### config.mk
export PLATFORM = sky130hd
export DESIGN_NAME = vmac_chain
export DESIGN_NICKNAME = d
export VERILOG_FILES = /design/src/rtl/vmac_pkg.sv /design/src/rtl/vmac_pipe.sv /design/src/rtl/vmac_pbuf.sv /design/src/rtl/vmac_seq.sv /design/src/rtl/vmac_chain.sv
export SDC_FILE = /design/constraint.sdc
export NUM_CORES = 2
export LEC_CHECK = 0
export BUFFER_PORTS_ARGS = -buffer_cell sky130_fd_sc_hd__buf_2
export CAP_MARGIN = 20
export CORE_MARGIN = 2
export CORE_UTILIZATION = 52
export CTS_BUF_LIST = sky130_fd_sc_hd__clkbuf_8
export DETAILED_ROUTE_END_ITERATION = 10
export GPL_TIMING_DRIVEN = 0
export PLACE_DENSITY = 0.68
export SYNTH_ARGS = -nofsm -noshare
export SYNTH_HDL_FRONTEND = slang
export SYNTH_SLANG_ARGS = --single-unit
### constraint.sdc
create_clock -name clk -period 13.5 [get_ports clk]
set_input_delay 3.375 -clock clk [delete_from_list [all_inputs] [get_ports clk]]
set_output_delay 3.375 -clock clk [all_outputs]
set_load 0.02 [all_outputs]
### src/rtl/vmac_pkg.sv
package vmac_pkg;
  typedef enum logic {
    SEQ_IDLE = 1'b0,
    SEQ_RUN  = 1'b1
  } seq_state_e;
endpackage

### src/rtl/vmac_pipe.sv
module vmac_pipe #(
  parameter int X_W    = 16,
  parameter int Y_W    = 16,
  parameter int OUT_W  = 32,
  parameter int DEPTH  = 7,
  parameter bit IS_MUL = 1'b1
) (
  input  logic             clk,
  input  logic             rst_n,
  input  logic             in_v,
  input  logic [X_W-1:0]   x_i,
  input  logic [Y_W-1:0]   y_i,
  output logic             out_v,
  output logic [OUT_W-1:0] out_d
);
  logic [OUT_W-1:0] op_d;
  logic [DEPTH-1:0] v_q;
  logic [DEPTH-1:0] v_d;

  generate
    if (IS_MUL) begin : g_mul
      assign op_d = OUT_W'(x_i) * OUT_W'(y_i);
    end else begin : g_add
      assign op_d = OUT_W'(x_i) + OUT_W'(y_i);
    end
  endgenerate

  always_comb begin
    v_d = {v_q[DEPTH-2:0], in_v};
  end

  always_ff @(posedge clk or negedge rst_n) begin
    if (!rst_n) v_q <= '0;
    else        v_q <= v_d;
  end

  generate
    for (genvar k = 0; k < DEPTH; k++) begin : g_st
      logic [OUT_W-1:0] q;
      logic             en;
      logic [OUT_W-1:0] nxt;
      if (k == 0) begin : g_first
        assign en  = in_v;
        assign nxt = op_d;
      end else begin : g_next
        assign en  = v_q[k-1];
        assign nxt = g_st[k-1].q;
      end
      always_ff @(posedge clk) begin
        if (en) q <= nxt;
      end
    end
  endgenerate

  assign out_v = v_q[DEPTH-1];
  assign out_d = g_st[DEPTH-1].q;
endmodule

### src/rtl/vmac_pbuf.sv
module vmac_pbuf #(
  parameter int W     = 32,
  parameter int DEPTH = 64,
  parameter int AW    = $clog2(DEPTH)
) (
  input  logic          clk,
  input  logic          wr_en,
  input  logic [AW-1:0] wr_addr,
  input  logic [W-1:0]  wr_data,
  input  logic [AW-1:0] rd_addr,
  output logic [W-1:0]  rd_data
);
  logic [W-1:0] mem_q [DEPTH];

  always_ff @(posedge clk) begin
    if (wr_en) mem_q[wr_addr] <= wr_data;
  end

  assign rd_data = mem_q[rd_addr];
endmodule

### src/rtl/vmac_seq.sv
module vmac_seq
  import vmac_pkg::*;
#(
  parameter int MAX_VL = 64,
  parameter int VL_W   = 7,
  parameter int CNT_W  = 8,
  parameter int IDX_W  = $clog2(MAX_VL + 1)
) (
  input  logic             clk,
  input  logic             rst_n,
  input  logic             start_i,
  input  logic [VL_W-1:0]  vlen_i,
  input  logic             chain_i,
  input  logic             mul_out_v,
  input  logic             add_out_v,
  output logic             busy_o,
  output logic             chain_o,
  output logic             mul_issue_o,
  output logic             add_issue_o,
  output logic [IDX_W-1:0] prod_idx_o,
  output logic [IDX_W-1:0] add_idx_o,
  output logic             done_o,
  output logic [CNT_W-1:0] cyc_o
);
  seq_state_e       state_q, state_d;
  logic [IDX_W-1:0] vl_q, vl_d;
  logic             chain_q, chain_d;
  logic [IDX_W-1:0] mul_cnt_q, mul_cnt_d;
  logic [IDX_W-1:0] prod_cnt_q, prod_cnt_d;
  logic [IDX_W-1:0] add_cnt_q, add_cnt_d;
  logic [IDX_W-1:0] res_cnt_q, res_cnt_d;
  logic [CNT_W-1:0] cyc_q, cyc_d;
  logic [IDX_W-1:0] vl_clamp;
  logic             run;
  logic             last;

  always_comb begin
    if (int'(vlen_i) > MAX_VL) vl_clamp = IDX_W'(MAX_VL);
    else                       vl_clamp = IDX_W'(vlen_i);
  end

  assign run         = (state_q == SEQ_RUN);
  assign mul_issue_o = run && (mul_cnt_q < vl_q);
  assign add_issue_o = run && !chain_q && (prod_cnt_q == vl_q) && (add_cnt_q < vl_q);
  assign last        = run && ((vl_q == '0) ||
                               (add_out_v && (res_cnt_q == vl_q - IDX_W'(1))));

  always_comb begin
    state_d    = state_q;
    vl_d       = vl_q;
    chain_d    = chain_q;
    mul_cnt_d  = mul_cnt_q;
    prod_cnt_d = prod_cnt_q;
    add_cnt_d  = add_cnt_q;
    res_cnt_d  = res_cnt_q;
    cyc_d      = cyc_q;
    if (!run) begin
      if (start_i) begin
        state_d    = SEQ_RUN;
        vl_d       = vl_clamp;
        chain_d    = chain_i;
        mul_cnt_d  = '0;
        prod_cnt_d = '0;
        add_cnt_d  = '0;
        res_cnt_d  = '0;
        cyc_d      = CNT_W'(1);
      end
    end else begin
      if (mul_issue_o) mul_cnt_d  = mul_cnt_q + IDX_W'(1);
      if (mul_out_v)   prod_cnt_d = prod_cnt_q + IDX_W'(1);
      if (add_issue_o) add_cnt_d  = add_cnt_q + IDX_W'(1);
      if (add_out_v)   res_cnt_d  = res_cnt_q + IDX_W'(1);
      if (last) state_d = SEQ_IDLE;
      else      cyc_d   = cyc_q + CNT_W'(1);
    end
  end

  always_ff @(posedge clk or negedge rst_n) begin
    if (!rst_n) begin
      state_q    <= SEQ_IDLE;
      vl_q       <= '0;
      chain_q    <= 1'b0;
      mul_cnt_q  <= '0;
      prod_cnt_q <= '0;
      add_cnt_q  <= '0;
      res_cnt_q  <= '0;
      cyc_q      <= '0;
    end else begin
      state_q    <= state_d;
      vl_q       <= vl_d;
      chain_q    <= chain_d;
      mul_cnt_q  <= mul_cnt_d;
      prod_cnt_q <= prod_cnt_d;
      add_cnt_q  <= add_cnt_d;
      res_cnt_q  <= res_cnt_d;
      cyc_q      <= cyc_d;
    end
  end

  assign busy_o     = run;
  assign chain_o    = chain_q;
  assign prod_idx_o = prod_cnt_q;
  assign add_idx_o  = add_cnt_q;
  assign done_o     = last;
  assign cyc_o      = cyc_q;
endmodule

### src/rtl/vmac_chain.sv
module vmac_chain #(
  parameter int DATA_W  = 16,
  parameter int MAX_VL  = 64,
  parameter int MUL_LAT = 7,
  parameter int ADD_LAT = 6,
  parameter int VL_W    = $clog2(MAX_VL + 1),
  parameter int CNT_W   = $clog2(2 * MAX_VL + MUL_LAT + ADD_LAT + 2)
) (
  input  logic                clk,
  input  logic                rst_n,
  input  logic                start_i,
  input  logic [VL_W-1:0]     vlen_i,
  input  logic                chain_i,
  input  logic [DATA_W-1:0]   a_i,
  input  logic [DATA_W-1:0]   b_i,
  input  logic [DATA_W-1:0]   c_i,
  output logic                mul_take_o,
  output logic                add_take_o,
  output logic                res_valid_o,
  output logic [2*DATA_W-1:0] res_o,
  output logic                done_o,
  output logic                busy_o,
  output logic [CNT_W-1:0]    cyc_o
);
  localparam int PROD_W = 2 * DATA_W;
  localparam int IDX_W  = $clog2(MAX_VL + 1);
  localparam int AW     = $clog2(MAX_VL);

  logic              chain_q;
  logic              mul_issue;
  logic              add_issue;
  logic [IDX_W-1:0]  prod_idx;
  logic [IDX_W-1:0]  add_idx;
  logic              mul_out_v;
  logic [PROD_W-1:0] mul_out_d;
  logic              add_in_v;
  logic [PROD_W-1:0] add_in_x;
  logic [PROD_W-1:0] buf_rd;
  logic              add_out_v;
  logic [PROD_W-1:0] add_out_d;
  logic              buf_wr_en;

  vmac_seq #(
    .MAX_VL (MAX_VL),
    .VL_W   (VL_W),
    .CNT_W  (CNT_W),
    .IDX_W  (IDX_W)
  ) u_seq (
    .clk         (clk),
    .rst_n       (rst_n),
    .start_i     (start_i),
    .vlen_i      (vlen_i),
    .chain_i     (chain_i),
    .mul_out_v   (mul_out_v),
    .add_out_v   (add_out_v),
    .busy_o      (busy_o),
    .chain_o     (chain_q),
    .mul_issue_o (mul_issue),
    .add_issue_o (add_issue),
    .prod_idx_o  (prod_idx),
    .add_idx_o   (add_idx),
    .done_o      (done_o),
    .cyc_o       (cyc_o)
  );

  vmac_pipe #(
    .X_W    (DATA_W),
    .Y_W    (DATA_W),
    .OUT_W  (PROD_W),
    .DEPTH  (MUL_LAT),
    .IS_MUL (1'b1)
  ) u_mul (
    .clk   (clk),
    .rst_n (rst_n),
    .in_v  (mul_issue),
    .x_i   (a_i),
    .y_i   (b_i),
    .out_v (mul_out_v),
    .out_d (mul_out_d)
  );

  assign buf_wr_en = mul_out_v && !chain_q;

  vmac_pbuf #(
    .W     (PROD_W),
    .DEPTH (MAX_VL),
    .AW    (AW)
  ) u_buf (
    .clk     (clk),
    .wr_en   (buf_wr_en),
    .wr_addr (prod_idx[AW-1:0]),
    .wr_data (mul_out_d),
    .rd_addr (add_idx[AW-1:0]),
    .rd_data (buf_rd)
  );

  always_comb begin
    if (chain_q) begin
      add_in_v = mul_out_v;
      add_in_x = mul_out_d;
    end else begin
      add_in_v = add_issue;
      add_in_x = buf_rd;
    end
  end

  vmac_pipe #(
    .X_W    (PROD_W),
    .Y_W    (DATA_W),
    .OUT_W  (PROD_W),
    .DEPTH  (ADD_LAT),
    .IS_MUL (1'b0)
  ) u_add (
    .clk   (clk),
    .rst_n (rst_n),
    .in_v  (add_in_v),
    .x_i   (add_in_x),
    .y_i   (c_i),
    .out_v (add_out_v),
    .out_d (add_out_d)
  );

  assign mul_take_o  = mul_issue;
  assign add_take_o  = add_in_v;
  assign res_valid_o = add_out_v;
  assign res_o       = add_out_d;
endmodule

==> flow_summary.ini <==
[run]
drv_cap = 0

[clock_network]
htreeDepth = 5
path_clk_slew_ns = 0.06
cts_setup_buffers = 0
ctsResizeCount = 0
cts_tree = built
clock_sinks = 2522
cts_buffer_depth = 4
numCtsBuffers = 392
clock-root-buffer = clkbuf_8
insertion_delay_ns = 1.09
cts_hold_buf = 0

[timing]
fin_setup_tns_ns = 0
whs_ns = 0.399
max_freq_mhz = 103
slew_violations = 0
finalHoldViolCount = 0
fin_crit_ns = 9.67
worst-slew-pin-transition_ns = 1.26
fin_crit_sh_pct = 71.6
setup_viol_count_final = 0
rsz0062_at_grt = false
max_slew_margin_pct = 16.0
skew_ns = 0.0840

[setup_path]
path_max_fanout = 10
start_kind = input pin
path_class = in -> reg
path_cells = buf_2 -> clkbuf_1 -> nand2_1 -> fa_1 -> fa_1 -> inv_1 -> fa_1 -> fa_1 -> fa_1 -> inv_1 -> fa_1 -> inv_1 -> ha_1 -> o21ai_0 -> nand2_1 -> nand3_1 -> o31ai_1 -> a41oi_1 -> o211ai_1 -> a31o_2 -> a21oi_1 -> xnor2_1
path_delay_family = adder cells
cp.arrival_ns = 10.40
crit_slowest_cell = o31ai_1
endpoint_kind = flip-flop
critPathMostFrequentCell = fa_1
slowest_delay_ns = 0.79
path_buf_inv = 5
required_ns = 14.23

[hold_path]
hp-class = reg -> reg

[grt]
antenna_found_initial = 6
grt_max_degree = 41
gr-usage-met1_pct = 37.8
first_global_vias = 54041
grtUsageMet3_pct = 5.94
busiest_layer = met2
track_usage_pct = 27.5
grt_remaining_overflow = 0
grt_pass1_wl_um = 393000
use_met2_pct = 42.7

[logic_synthesis]
yosysMostFrequentCell = edfxtp_1
synth_cells = 5143
synth.area.top_cells = edfxtp_1 72%, mux4_2 12%, fa_1 3.8%
avgSynthCellArea_um2 = 20.1
syn-num-nets = 5535
ys.flop_type = edfxtp_1
netlist_top_cells_count = 2464 x edfxtp_1, 542 x mux4_2, 255 x nand2_1, 247 x inv_1, 195 x fa_1
synth_area_um2 = 103000
yosysTopAreaCell = edfxtp_1
synth_top_area_share_pct = 71.6
async_flop_share_pct = 2.30
synth_edf_count = 2464
synth-seq-cells = 2522
yosysSeqAreaShare_pct = 73.0
yosys_warnings = 0
yosys.cell_types.count = 75

[detailed_routing]
wire_per_inst_um = 31.9
dr.pass1.iters = 6
via_count = 54473
drt_iter0_markers = 7968
wl_um = 278000
vias_per_cell = 6.25
ant_nets = 0
remaining_drc_errors = 0

[pwr]
p_sw_mw = 8.65
leakage_nw = 39.3
pwr-share-comb_pct = 33.4
vdd_drop_max_v = 0.000411
p_per_area_nw_per_um2 = 217
pwr-share-clk_pct = 22.3
seqPwrFrac_pct = 44.3
swShare_pct = 33.8
intPower_mw = 16.9

[placed_design]
finalWeightedCongestion = 0.899
dpl.hpwl_um = 183000
place_inst = 8030
portBuffers = 103

[outcome]
status = complete, no violations

[floorplan]
initial_core_util_pct = 52.4
die_x_um = 450
core_area_um2 = 197000
dieArea_um2 = 202000
die_h_um = 450
io-pin-count = 104
rows = 163

[layout]
register_area_um2 = 75400
layout.nets = 6182
multi_input_area_um2 = 26300
fillers = 14096
layoutNonFillerInstCount = 8716
syn_to_final_growth_pct = 13.9
drive_above_1_share_pct = 23.9
cell families (layout without fill, tap and decap cells):
family,after synthesis,count (layout),share of synthesized area [%]
adder cells (fa/ha/maj),333,333,5.45
other,0,8,0
AND/OR/NAND/NOR,671,671,3.14
AO/OA/AOI/OAI,395,395,2.60
XOR/XNOR,69,69,0.585
multiplexers,671,671,13.1
flip-flops,2522,2522,73.0
buffers and inverters,482,1407,2.10
flip-flops by register name, summed over array words and instances, names as in the netlist, 8 cells and up:
| name | count |
|---|---|
| u_buf.mem_q | 2048 |
| u_mul.out_d | 32 |
| u_mul.g_st.q | 192 |
| u_add.out_d | 32 |
| u_add.g_st.q | 160 |
| u_seq.cyc_o | 8 |
metrics by stage:
stage / utilization [%] / setup slack (ns) / power, mW / instance area [um2]
after floorplan: - / 4.45 / 16.3 / 103000
after global placement: 54.3 / 3.04 / 19.2 / 107000
after detailed placement: 56.2 / 2.97 / 20.0 / 111000
after CTS: 59.6 / 4.02 / 25.6 / 118000
after global routing: 59.7 / 3.54 / 26.7 / 118000
final: 59.7 / 3.83 / 25.6 / 118000
final cells by class:
class	count	area share [%]
Multi-Input combinational cell	2139	22.3
Timing Repair Buffer	253	3.22
Clock inverter	271	1.07
Antenna cell	8	0.0170
Clock buffer	401	4.69
Inverter	249	0.794
Buffer	233	1.05
Sequential cell	2522	64.1
Tap cell	2640	2.80
power by group through the flow:
stage	Clock (mW)	Combinational, mW	Sequential [mW]
floorplan	0	4.66	11.7
global placement	0	6.98	12.2
detailed placement	0	8.50	11.5
CTS	5.77	8.55	11.3
global route	6.11	9.17	11.4
finish	5.70	8.55	11.3
path summary, 6_finish.rpt:
kind	startpoint	endpoint	slack [ns]	depth (start not counted)
max in group asynchronous	rst_n	u_mul.v_q[1]	10.49	2
max	a_i[15]	u_mul.g_st[0].q[29]	3.83	22
min reg2reg	u_mul.g_st[1].q[29]	u_mul.g_st[2].q[29]	0.40	0
max reg2reg	u_seq.add_idx_o[1]	u_add.g_st[0].q[28]	5.10	22
min in group asynchronous	rst_n	u_add.v_q[5]	2.35	1
min	u_mul.g_st[1].q[29]	u_mul.g_st[2].q[29]	0.40	0
metal layers:
layer | routed length [um] | share of wire [%] | up-vias
met5 | 0 | 0 | -
met4 | 13200 | 4.7 | 0
met3 | 30300 | 11 | 635
met2 | 131000 | 47 | 3518
met1 | 104000 | 37 | 28420
li1 | - | - | 21900
layout by cell type, fill, tap and decap left out, drive strengths merged, types with 130 or more instances in the layout:
| cell type | instances |
|---|---|
| mux4 | 547 |
| clkinv | 139 |
| edfxtp | 2464 |
| inv | 370 |
| ha | 138 |
| clkbuf | 507 |
| nor2 | 131 |
| buf | 380 |
| fa | 195 |
| nand2 | 255 |
| and2 | 130 |
Power figures use the tool's default switching activity.
